[src/rtl/audio_clkgen.sv]
module audio_clkgen #(
  parameter int CW = 11
) (
  input  logic       mclk,
  input  logic       rst_n,
  input  logic [2:0] ratio_sel,
  input  logic [2:0] bdiv_sel,
  input  logic       bclk_inv,
  output logic       bclk,
  output logic       lrclk,
  output logic       cfg_err
);

  logic [2:0]    ratio_q, bdiv_q;
  logic          inv_q;
  logic [CW-1:0] bcnt, fcnt;
  logic [CW-1:0] frame_len, per, lo_len, half;
  logic          bad, restart;

  always_comb begin
    case (ratio_q)
      3'd1:    frame_len = CW'(128);
      3'd2:    frame_len = CW'(192);
      3'd4:    frame_len = CW'(384);
      3'd5:    frame_len = CW'(512);
      3'd6:    frame_len = CW'(768);
      3'd7:    frame_len = CW'(1152);
      default: frame_len = CW'(256);
    endcase
  end

  always_comb begin
    bad = 1'b0;
    per = CW'(4);
    case (bdiv_q)
      3'd0: begin per = CW'(4); bad = |frame_len[2:0]; end
      3'd1: begin per = CW'(8); bad = |frame_len[3:0]; end
      3'd2: begin per = frame_len >> 5; bad = |frame_len[4:0]; end
      3'd3: begin per = frame_len >> 6; bad = |frame_len[5:0]; end
      3'd4: begin per = frame_len >> 7; bad = |frame_len[6:0]; end
      default: bad = 1'b1;
    endcase
    if (per < CW'(2)) bad = 1'b1;
  end

  assign lo_len  = per - (per >> 1);
  assign half    = frame_len >> 1;
  assign restart = ({ratio_sel, bdiv_sel} != {ratio_q, bdiv_q}) || bad;

  always_ff @(posedge mclk) begin
    if (!rst_n) begin
      ratio_q <= '0;
      bdiv_q  <= '0;
      inv_q   <= 1'b0;
      bcnt    <= '0;
      fcnt    <= '0;
    end else begin
      ratio_q <= ratio_sel;
      bdiv_q  <= bdiv_sel;
      inv_q   <= bclk_inv;
      if (restart) begin
        bcnt <= '0;
        fcnt <= '0;
      end else begin
        bcnt <= (bcnt == per - CW'(1))       ? '0 : bcnt + CW'(1);
        fcnt <= (fcnt == frame_len - CW'(1)) ? '0 : fcnt + CW'(1);
      end
    end
  end

  assign cfg_err = bad;
  assign bclk    = !bad && ((bcnt >= lo_len) ^ inv_q);
  assign lrclk   = !bad && (fcnt >= half);

endmodule

[config.mk]
export PLATFORM = sky130hd
export DESIGN_NAME = audio_clkgen
export DESIGN_NICKNAME = d
export VERILOG_FILES = /design/src/rtl/audio_clkgen.sv
export SDC_FILE = /design/constraint.sdc
export NUM_CORES = 1
export LEC_CHECK = 0
export BUFFER_PORTS_ARGS = -buffer_cell sky130_fd_sc_hd__buf_2
export CORE_MARGIN = 2
export CORE_UTILIZATION = 56
export CTS_BUF_LIST = sky130_fd_sc_hd__clkbuf_4 sky130_fd_sc_hd__clkbuf_8 sky130_fd_sc_hd__clkbuf_16
export DETAILED_ROUTE_END_ITERATION = 12
export GPL_TIMING_DRIVEN = 0
export HOLD_SLACK_MARGIN = 0.15
export MAX_ROUTING_LAYER = met4
export PLACE_DENSITY = 0.77
export SETUP_SLACK_MARGIN = 0.02
export SLEW_MARGIN = 0
export SYNTH_ARGS = -nofsm -noshare
export SYNTH_HDL_FRONTEND = slang
export SYNTH_SLANG_ARGS = --single-unit
[constraint.sdc]
create_clock -name mclk -period 3.7 [get_ports mclk]
set_clock_uncertainty 0.1 [all_clocks]
set_input_delay 0.185 -clock mclk [delete_from_list [all_inputs] [get_ports mclk]]
set_output_delay 0.185 -clock mclk [all_outputs]
set_load 0.02 [all_outputs]
==> summary.txt, run 1 <==
Run status
  • Result of the run: finished, violations left
  • Failing checks: negative setup slack

Floorplan
  • Initial cell density of the core: 59.4%
  • Horizontal die dimension: 69.8 um
  • Top-Level Pins: 12
  • Area of the placeable core: 4090 um^2
  • Die extent in y: 69.8 um
  • Total number of placement rows: 23
  • Die Footprint: 4880 um^2

Run
  • Number of maximum-capacitance violations: 0

Synth
  • Total of flip-flops plus latches after synthesis: 29
  • Top cell type's share of synthesized area: 23.9%
  • Part of the Yosys area used for sequential elements: 23.9%
  • Post-synthesis net count: 332
  • Largest cells by area after synthesis: sky130_fd_sc_hd__dfxtp_1, sky130_fd_sc_hd__ha_1, sky130_fd_sc_hd__xnor2_1
  • Post-Syn Instances: 291
  • Post-synth top area cell: sky130_fd_sc_hd__dfxtp_1
  • Share of flip-flops with an asynchronous set or reset after synthesis: 0%
  • Count of flip-flops with a built-in enable after synthesis: 0
  • Average footprint of a synthesized cell: 8.34 um^2
  • Commonest cells post-synth: sky130_fd_sc_hd__ha_1, sky130_fd_sc_hd__nor2_1, sky130_fd_sc_hd__xnor2_1
  • Warning count from the yosys run: 0
  • Post-Synthesis Cell Area: 2430 um^2
  • Number of library cell types mapped by synthesis: 48
  • Main synth FF type: sky130_fd_sc_hd__dfxtp_1

Worst setup path
  • Kind of capture point of the worst setup path: primary output
  • Setup Crit Path Kind: flop to primary output
  • Path depth of the worst reg2reg path: 15
  • Arrival time of the worst setup path: 3850 ps
  • Crit path required time: 3410 ps
  • Startpoint type of the worst setup path: flop
  • Top fanout value on the critical path: 4

Clock network
  • Insertion delay to the later sink of the worst-skew pair: 280 ps
  • Count of clock tree sinks: 29
  • Clock-pin slew reported for the worst setup and hold paths after clock tree synthesis: 80 ps
  • Root buffer cell: sky130_fd_sc_hd__clkbuf_8
  • Num CTS Buffers: 5
  • Maximum clock path buffer count: 2
  • H-Tree Level Count: 2
  • CTS tree: yes

STA
  • Setup repair after global routing missed its margin: true
  • Post-route worst hold slack: 329 ps
  • Final hold viol count: 0
  • Count of endpoints failing setup in the final report: 1
  • Tmin final: 4140 ps
  • Number of pins exceeding their max-slew limit in the final report: 0
  • Worst-margin pin slew: 566 ps
  • Relative max-transition margin: 62.3%
  • Worst Slack Setup Final: -440 ps
  • Portion of the clock cycle consumed by the worst path in the final layout: 112%
  • F_max: 242 MHz

Place
  • Number of placed cells counting well taps: 352
  • Placement-stage cell area: 2590 um^2
  • HPWL after DPL: 3600 um
  • Buffers added on ports: 11
  • Gp weighted congestion: 0.909

Final layout
  • Count of filler cells inserted in the layout: 246
  • Final net count: 387
  • Ratio of cells with drive above 1 in the final layout: 29.7%
  • Area growth, synth to finish: 33.8%
  • Non-filler instance count after layout: 397
  • Post-route cell area: 3250 um^2
  • Sequential cell area: 593 um^2
  • Total inserted antenna cells: 0
  • Area of combinational cells with multiple inputs: 1910 um^2

Power
  • VDD IR-drop max: 282 uV
  • Static leakage power: 1.36 nW
  • Cell Pwr Density: 299 nW/um^2

Global routing
  • Pin count of the biggest net entering global routing: 11
  • Tot GR Track Use: 30.7%
  • Wire length of the first global-routing pass: 11500 um
  • Global route total overflow: 0
  • Vias in the first global route: 2430
  • Antenna violations before repair: 0

Route
  • Number of iterations in the first detailed-routing pass: 6
  • Remaining design rule violation count: 0
  • Vias/cell: 5.98
  • Violation count after the first detailed-routing iteration: 116
  • Routed length per placed instance: 17.4 um
  • Number of nets with antenna violations after routing: 0
  • Vias after detailed routing: 2376
  • Final wirelength: 6920 um

Worst hold path
  • Hold Path Class: primary input to flop
  • Hold Crit Depth: 5
## metrics by stage
step	setup slack, ps	TNS [ps]	util (%)	total power, mW
after detailed placement	-529	-529	63.3	0.559
after floorplan	22.5	0	-	0.513
final	-440	-440	79.5	0.970
after CTS	-341	-341	79.4	0.938
after global routing	-623	-623	79.5	1.02
after global placement	-515	-515	63.3	0.554
## path summary, 6_finish.rpt
path | from | endpoint | slack, ps
worst max-delay path | ratio_q[0] | bclk | -440
worst min-delay path | rst_n | bcnt[8] | 330
worst max register to register | bdiv_q[2] | fcnt[4] | 330
worst min register to register | fcnt[0] | fcnt[0] | 380
## placed cells by master (no fill, tap or decap), types with 3 or more instances in the layout
master and instances:
sky130_fd_sc_hd__xnor2_1 30, sky130_fd_sc_hd__buf_6 11, sky130_fd_sc_hd__dlygate4sd3_1 14, sky130_fd_sc_hd__nand3_1 12, sky130_fd_sc_hd__a21oi_2 5, sky130_fd_sc_hd__or2_2 3
sky130_fd_sc_hd__nand2_1 16, sky130_fd_sc_hd__and2_1 7, sky130_fd_sc_hd__buf_2 11, sky130_fd_sc_hd__ha_1 25, sky130_fd_sc_hd__xor2_1 11, sky130_fd_sc_hd__o21ai_0 4
sky130_fd_sc_hd__inv_1 14, sky130_fd_sc_hd__nor2_1 29, sky130_fd_sc_hd__ha_4 5, sky130_fd_sc_hd__a21oi_1 10, sky130_fd_sc_hd__clkbuf_8 8, sky130_fd_sc_hd__dfxtp_2 4
sky130_fd_sc_hd__and3_1 12, sky130_fd_sc_hd__nor2b_1 3, sky130_fd_sc_hd__nand2b_4 3, sky130_fd_sc_hd__buf_4 20, sky130_fd_sc_hd__dfxtp_1 23, sky130_fd_sc_hd__inv_2 4
sky130_fd_sc_hd__nand2_2 3
## critical path, stage by stage, from the launching register on
cell and delay [ps]:
sky130_fd_sc_hd__dfxtp_4 380, sky130_fd_sc_hd__buf_12 130, sky130_fd_sc_hd__or2_2 300, sky130_fd_sc_hd__o21ai_0 110
sky130_fd_sc_hd__a32oi_1 160, sky130_fd_sc_hd__o22ai_2 210, sky130_fd_sc_hd__inv_1 130, sky130_fd_sc_hd__ha_4 310
sky130_fd_sc_hd__a21oi_2 60, sky130_fd_sc_hd__o21bai_1 170, sky130_fd_sc_hd__a21oi_2 80, sky130_fd_sc_hd__buf_4 140
sky130_fd_sc_hd__xnor2_1 120, sky130_fd_sc_hd__ha_1 320, sky130_fd_sc_hd__a21oi_1 140, sky130_fd_sc_hd__nor2b_1 80
sky130_fd_sc_hd__o41ai_4 250, sky130_fd_sc_hd__mux2_4 350, sky130_fd_sc_hd__buf_6 130
## area by class of cell
class	instances	share of cell area (%)
multi-input combinational	233	58.9
sequential	29	18.3
timing repair buffer	49	12.6
clock buffer	7	2.97
buffer	9	2.89
inverter	19	2.27
tap	50	1.93
clock inverter	1	0.154
## state kept, by name, summed over array words and instances (netlist names)
signal   flops
bcnt        11
fcnt        11
bdiv_q       3
ratio_q      3
inv_q        1
## kinds of logic (layout without fill, tap and decap cells)
| family | after synthesis | in the layout | share of synthesized area, % |
|---|---|---|---|
| and+or+nand+nor | 109 | 109 | 23.4 |
| AOI/OAI and AO/OA | 46 | 46 | 12.8 |
| xor gates and xnor gates | 43 | 43 | 16.1 |
| adders and majority gates | 32 | 32 | 16.8 |
| DFF | 29 | 29 | 23.9 |
| buffers and inverters | 29 | 85 | 5.72 |
| muxes | 3 | 3 | 1.29 |
## power breakdown
part	switching, mW	leakage, nW	internal, mW	total (mW)
logic	0.179	1.07	0.177	0.356
registers	0.00512	0.238	0.316	0.322
clock network	0.125	0.0542	0.168	0.293
## metal layers
metal	track usage, %	wire, um
met5	-	0
met4	20.1	465
met3	6.83	429
met2	50.6	3380
met1	32.9	2650
## what timing repair did
| action | in CTS | in global routing |
|---|---|---|
| setup buffers | 24 | 0 |
| endpoints found under the hold margin | 7 | 0 |
| hold buffers | 14 | 0 |
| pin swaps | 35 | 0 |
| endpoints found under the setup margin | 1 | 1 |
| gates resized for setup | 54 | 1 |
Power figures use the tool's default switching activity.
==> inputs of run 2 (changes only) <==
--- a/config.mk
+++ b/config.mk
@@ -7,13 +7,12 @@
 export LEC_CHECK = 0
 export BUFFER_PORTS_ARGS = -buffer_cell sky130_fd_sc_hd__buf_2
 export CORE_MARGIN = 2
-export CORE_UTILIZATION = 56
+export CORE_UTILIZATION = 31
 export CTS_BUF_LIST = sky130_fd_sc_hd__clkbuf_4 sky130_fd_sc_hd__clkbuf_8 sky130_fd_sc_hd__clkbuf_16
 export DETAILED_ROUTE_END_ITERATION = 12
 export GPL_TIMING_DRIVEN = 0
 export HOLD_SLACK_MARGIN = 0.15
 export MAX_ROUTING_LAYER = met4
-export PLACE_DENSITY = 0.77
 export SETUP_SLACK_MARGIN = 0.02
 export SLEW_MARGIN = 0
 export SYNTH_ARGS = -nofsm -noshare
==> constraint.sdc (replaced) <==
create_clock -name mclk -period 3.3 [get_ports mclk]
set_clock_uncertainty 0.1 [all_clocks]
set_input_delay 0.165 -clock mclk [delete_from_list [all_inputs] [get_ports mclk]]
set_output_delay 0.165 -clock mclk [all_outputs]
set_load 0.02 [all_outputs]
==> summary.txt, run 2 (same netlist as run 1, synthesis figures left out) <==
Run status
  • Result of the run: finished, violations left
  • Failing checks: negative setup slack

Clock network
  • Count of clock tree sinks: 29
  • Maximum clock path buffer count: 2
  • Insertion delay to the later sink of the worst-skew pair: 290 ps
  • H-Tree Level Count: 2
  • Num CTS Buffers: 5
  • Clock-pin slew reported for the worst setup and hold paths after clock tree synthesis: 80 ps
  • Root buffer cell: sky130_fd_sc_hd__clkbuf_8
  • CTS tree: yes

Power
  • Sum of internal, switching and leakage power: 1.18 mW
  • Switching portion of total power: 28.3%
  • Proportion of power drawn by combinational gates: 31.1%
  • Static leakage power: 1.34 nW
  • Sw Pwr: 0.333 mW
  • Internal power: 0.844 mW
  • Portion of total power attributed to sequential cells: 30.5%
  • VDD IR-drop max: 165 uV
  • Cell Pwr Density: 361 nW/um^2
  • Part of the power in the clock network: 38.3%

STA
  • Portion of the clock cycle consumed by the worst path in the final layout: 127%
  • F_max: 239 MHz
  • Worst Slack Setup Final: -882 ps
  • Final-layout setup total negative slack: -882 ps
  • Relative max-transition margin: 67.5%
  • Count of endpoints failing setup in the final report: 1
  • Worst-margin pin slew: 488 ps
  • Final hold viol count: 0
  • Tmin final: 4180 ps
  • Number of pins exceeding their max-slew limit in the final report: 0
  • Setup repair after global routing missed its margin: true

Floorplan
  • Horizontal die dimension: 92.5 um
  • Die Footprint: 8550 um^2
  • Top-Level Pins: 12
  • Initial cell density of the core: 31.7%
  • Area of the placeable core: 7650 um^2
  • Die extent in y: 92.5 um
  • Total number of placement rows: 32

Final layout
  • Area growth, synth to finish: 34.2%
  • Ratio of cells with drive above 1 in the final layout: 28.7%
  • Most common library cell in the layout ignoring fill and taps: sky130_fd_sc_hd__xnor2_1
  • Non-filler instance count after layout: 444
  • Top library cells by usage in the layout, fill and taps aside: sky130_fd_sc_hd__xnor2_1, sky130_fd_sc_hd__nor2_1, sky130_fd_sc_hd__dfxtp_1
  • Total inserted antenna cells: 0
  • Final net count: 382
  • Largest regs: bcnt: 11 flops, fcnt: 11 flops

Worst setup path
  • Setup Crit Path Kind: flop to primary output
  • Reg2reg end: bcnt[7]
  • Startpoint type of the worst setup path: flop
  • Path depth of the worst reg2reg path: 15
  • Crit path required time: 3030 ps
  • Worst reg2reg startpoint: bdiv_q[2]
  • Arrival time of the worst setup path: 3920 ps
  • Kind of capture point of the worst setup path: primary output
  • Flop2flop setup slack: 140 ps
  • Top fanout value on the critical path: 7

Route
  • Routed length per placed instance: 12.1 um
  • Remaining design rule violation count: 0
  • Vias/cell: 4.73
  • Final wirelength: 5380 um
  • Number of nets with antenna violations after routing: 0
  • Number of iterations in the first detailed-routing pass: 5
  • Vias after detailed routing: 2102
  • Violation count after the first detailed-routing iteration: 90

Worst hold path
  • End point of the most critical hold path: bcnt[8]
  • Hold Crit Depth: 5
  • Hold Path Class: primary input to flop
  • Launch instance of the worst min-delay path: rst_n

Place
  • Number of placed cells counting well taps: 404
  • Buffers added on ports: 11
  • HPWL after DPL: 3850 um
  • Gp weighted congestion: 0.774

Run
  • Number of maximum-capacitance violations: 0

Global routing
  • Antenna violations before repair: 0
  • Global route total overflow: 0
  • Vias in the first global route: 2133
  • Pin count of the biggest net entering global routing: 11
  • Tot GR Track Use: 14.2%
  • Wire length of the first global-routing pass: 9710 um
## run 2: cell types whose count changed in the layout (fill, tap and decap cells not counted), moves of 2 or more
cell / change
sky130_fd_sc_hd__a21oi_1: -3
sky130_fd_sc_hd__a21oi_2: +3
sky130_fd_sc_hd__buf_6: -3
sky130_fd_sc_hd__bufinv_16: +2
sky130_fd_sc_hd__clkbuf_8: -2
sky130_fd_sc_hd__dfxtp_1: +2
sky130_fd_sc_hd__nand2b_1: +2
sky130_fd_sc_hd__nand2b_4: -2
## run 2: cell type report
cell class	instances	area (um^2)
fill	751	4390
multi-input combinational	233	1890
sequential	29	588
timing repair buffer	43	337
tap	102	128
buffer	10	105
inverter	19	73.8
clock buffer	5	68.8
clock inverter	3	65.1
## run 2: worst max-delay path: stages (launching register included)
cell	delay [ps]
sky130_fd_sc_hd__dfxtp_1	310
sky130_fd_sc_hd__buf_6	130
sky130_fd_sc_hd__or3b_1	360
sky130_fd_sc_hd__buf_6	150
sky130_fd_sc_hd__nand2_1	70
sky130_fd_sc_hd__a32oi_2	60
sky130_fd_sc_hd__and2_4	170
sky130_fd_sc_hd__inv_4	90
sky130_fd_sc_hd__ha_4	210
sky130_fd_sc_hd__o21bai_2	130
sky130_fd_sc_hd__a21oi_2	90
sky130_fd_sc_hd__o21bai_1	220
sky130_fd_sc_hd__a21oi_2	100
sky130_fd_sc_hd__xnor2_1	140
sky130_fd_sc_hd__ha_1	320
sky130_fd_sc_hd__a21oi_2	140
sky130_fd_sc_hd__nor2b_1	80
sky130_fd_sc_hd__o41ai_4	390
sky130_fd_sc_hd__mux2_4	340
sky130_fd_sc_hd__buf_6	130
## run 2: timing repair
item	4_1_cts	5_1_grt
gates resized for setup	31	5
pin swaps	27	4
setup buffers	17	1
endpoints found under the hold margin	7	0
setup endpoints to repair	11	21
hold buffers	14	0
## run 2: worst max path at each step
stage / startpoint / end / slack [ps] / depth (start not counted)
6_report: ratio_q[0] / bclk / -880 / 19
5_1_grt: ratio_q[0] / bclk / -1020 / 19
4_1_cts: ratio_q[0] / bclk / -820 / 18
3_5_place_dp: ratio_q[1] / bclk / -900 / 18
3_3_place_gp: ratio_q[0] / bclk / -840 / 18
2_1_floorplan: ratio_q[2] / bclk / -310 / 19
## run 2: per-layer routing
layer / track usage (%) / part of all wire, %
met3: 2.44 / 2.2
met5: - / 0
met1: 17.8 / 49
met4: 3.98 / 1.1
met2: 23.7 / 48
## run 2: per-stage QoR
| stage | cell area (um^2) | utilization (%) | setup slack, ps | hold WS, ps |
|---|---|---|---|---|
| floorplan | 2530 | - | -311 | 187 |
| global placement | 2710 | 35.5 | -843 | 270 |
| detailed placement | 2710 | 35.5 | -902 | 277 |
| CTS | 3230 | 42.3 | -816 | 304 |
| global route | 3260 | 42.6 | -1020 | 322 |
| finish | 3260 | 42.6 | -882 | 301 |
## run 2: power groups by stage
stage	sequential [mW]	combinational [mW]	clock [mW]
after CTS	0.359	0.353	0.460
final	0.359	0.367	0.452
after floorplan	0.366	0.222	0
after global routing	0.360	0.410	0.483
after detailed placement	0.367	0.276	0
after global placement	0.367	0.270	0
==> inputs of run 3 (changes only) <==
--- a/config.mk
+++ b/config.mk
@@ -10,9 +10,9 @@
 export CORE_UTILIZATION = 31
 export CTS_BUF_LIST = sky130_fd_sc_hd__clkbuf_4 sky130_fd_sc_hd__clkbuf_8 sky130_fd_sc_hd__clkbuf_16
 export DETAILED_ROUTE_END_ITERATION = 12
-export GPL_TIMING_DRIVEN = 0
 export HOLD_SLACK_MARGIN = 0.15
 export MAX_ROUTING_LAYER = met4
+export RECOVER_POWER = 50
 export SETUP_SLACK_MARGIN = 0.02
 export SLEW_MARGIN = 0
 export SYNTH_ARGS = -nofsm -noshare
==> summary.txt, run 3 (same netlist as run 1, synthesis figures left out) <==
Place
  • Buffers added on ports: 11
  • Placement-stage cell area: 3040 um^2
  • HPWL after DPL: 4320 um
  • Pre-CTS setup slack: -684 ps
  • Gp weighted congestion: 0.835

Route
  • Number of nets with antenna violations after routing: 0
  • Violation count after the first detailed-routing iteration: 79
  • Routed length per placed instance: 12.5 um
  • Vias after detailed routing: 2238
  • Met2 Routed Length: 2850 um
  • Vias/cell: 4.64
  • Remaining design rule violation count: 0
  • Number of iterations in the first detailed-routing pass: 4
  • Final wirelength: 6020 um
  • WL met1: 2970 um
  • Highest routed layer: met4
  • Routed met3 length: 120 um

Worst hold path
  • Hold Path Class: flop to flop
  • Launch instance of the worst min-delay path: fcnt[0]
  • Hold Crit Depth: 1
  • End point of the most critical hold path: fcnt[0]

Power
  • Cell Pwr Density: 309 nW/um^2
  • VDD IR-drop max: 149 uV
  • Sum of internal, switching and leakage power: 1.12 mW
  • Static leakage power: 1.52 nW

Floorplan
  • Horizontal die dimension: 92.5 um
  • Initial cell density of the core: 31.7%
  • Top-Level Pins: 12
  • Area of the placeable core: 7650 um^2
  • Total number of placement rows: 32
  • Die Footprint: 8550 um^2
  • Die extent in y: 92.5 um

Clock network
  • Root buffer cell: sky130_fd_sc_hd__clkbuf_8
  • Insertion delay to the later sink of the worst-skew pair: 290 ps
  • Clock-pin slew reported for the worst setup and hold paths after clock tree synthesis: 70 ps
  • H-Tree Level Count: 2
  • Maximum clock path buffer count: 2
  • Count of clock tree sinks: 29
  • CTS tree: yes
  • Num CTS Buffers: 5

Worst setup path
  • Top fanout value on the critical path: 7
  • CP top delay family: compound AO/OA/AOI/OAI gates
  • Cell repeated most along the worst path: sky130_fd_sc_hd__a21oi_2
  • Count of buffer and inverter cells on the critical path: 4
  • Setup Crit Path Kind: flop to primary output
  • Flop2flop setup slack: 10 ps
  • Worst path slowest cell: sky130_fd_sc_hd__dfxtp_4
  • Kind of capture point of the worst setup path: primary output
  • Reg2reg end: bcnt[9]
  • Startpoint type of the worst setup path: flop
  • Path depth of the worst reg2reg path: 16
  • Crit path required time: 3030 ps
  • Crit path cell chain: buf_6, or3b_4, a21oi_2, o21ai_2, and2_4, inv_6, ha_4, o21bai_4, a21oi_4, o21bai_2, a21oi_2, buf_4, xnor2_1, ha_1, a21oi_2, nor2b_2, o41ai_4, mux2_4, buf_6
  • Worst reg2reg startpoint: ratio_q[2]
  • Peak per-stage delay on the critical path: 370 ps
  • Arrival time of the worst setup path: 3900 ps

STA
  • Relative max-transition margin: 80.5%
  • Number of pins exceeding their max-slew limit in the final report: 0
  • Setup repair after global routing missed its margin: true
  • Tmin final: 4170 ps
  • F_max: 240 MHz
  • Count of endpoints failing setup in the final report: 1
  • Portion of the clock cycle consumed by the worst path in the final layout: 126%
  • Final hold viol count: 0
  • Worst-margin pin slew: 292 ps
  • Worst Slack Setup Final: -865 ps

Global routing
  • Wire length of the first global-routing pass: 9800 um
  • Vias in the first global route: 2139
  • Global route total overflow: 0
  • Pin count of the biggest net entering global routing: 12
  • Tot GR Track Use: 14.7%
  • Antenna violations before repair: 0

Final layout
  • Sequential cell area: 599 um^2
  • Top library cells by usage in the layout, fill and taps aside: sky130_fd_sc_hd__buf_4, sky130_fd_sc_hd__nor2_1, sky130_fd_sc_hd__xnor2_1
  • Largest regs: bcnt: 11 flops, fcnt: 11 flops
  • Count of filler cells inserted in the layout: 738
  • Post-route cell area: 3630 um^2
  • Final net count: 420
  • Area growth, synth to finish: 49.4%
  • Ratio of cells with drive above 1 in the final layout: 36.6%
  • Share of the core filled with cells in the final layout: 47.4%
  • Area of combinational cells with multiple inputs: 1990 um^2
  • Most common library cell in the layout ignoring fill and taps: sky130_fd_sc_hd__buf_4
  • Total inserted antenna cells: 0

Run status
  • Failing checks: negative setup slack
  • Result of the run: finished, violations left

Run
  • Number of maximum-capacitance violations: 0
## run 3: changes by cell type in the layout (fill, tap and decap cells not counted), moves of 3 or more
| cell | previous run | this run |
|---|---|---|
| sky130_fd_sc_hd__buf_2 | 11 | 4 |
| sky130_fd_sc_hd__ha_1 | 24 | 21 |
| sky130_fd_sc_hd__clkbuf_1 | 0 | 6 |
| sky130_fd_sc_hd__ha_4 | 5 | 8 |
| sky130_fd_sc_hd__dfxtp_4 | 1 | 5 |
| sky130_fd_sc_hd__dfxtp_2 | 3 | 0 |
| sky130_fd_sc_hd__buf_4 | 19 | 58 |
| sky130_fd_sc_hd__a21oi_2 | 8 | 5 |
## run 3: routing by layer
metal	global-route usage [%]	up-vias
li1	-	1167
met1	20.1	1042
met2	22.0	23
met3	2.44	6
met4	4.85	0
met5	-	-
## run 3: per-stage QoR
stage	hold slack, ps	cells	setup TNS, ps
2_1_floorplan	187	291	-311
3_3_place_gp	275	449	-672
3_5_place_dp	278	449	-684
4_1_cts	385	477	-846
5_1_grt	408	482	-2900
6_report	379	482	-865
## run 3: report_power, final
group          internal (mW)  switching, mW
clock                  0.169          0.147
combinational          0.243          0.201
sequential             0.353        0.00710
total                  0.765          0.355
## run 3: layout make-up
class / instances / share of cell area (%)
clock buffers: 6 / 2.28
well taps: 102 / 3.52
flip-flops and latches: 29 / 16.5
multi-input cells: 233 / 54.9
clock inverters: 2 / 0.380
inverters: 19 / 2.10
repair buffers: 91 / 20.3
## run 3: how the worst max path moves through the flow
stage,end,depth (start not counted),from
after floorplan,bclk,19,ratio_q[2]
after global routing,bclk,19,ratio_q[2]
after detailed placement,bclk,18,ratio_q[2]
after global placement,bclk,18,bdiv_q[2]
after CTS,bclk,18,bdiv_q[1]
final,bclk,19,ratio_q[2]
## run 3: timing repair
action,4_1_cts,5_1_grt
resized for setup,30,30
setup endpoints to repair,1,14
gates cloned,0,1
pin swaps,20,22
endpoints found under the hold margin,7,0
setup buffers,7,6
hold buffers,14,0
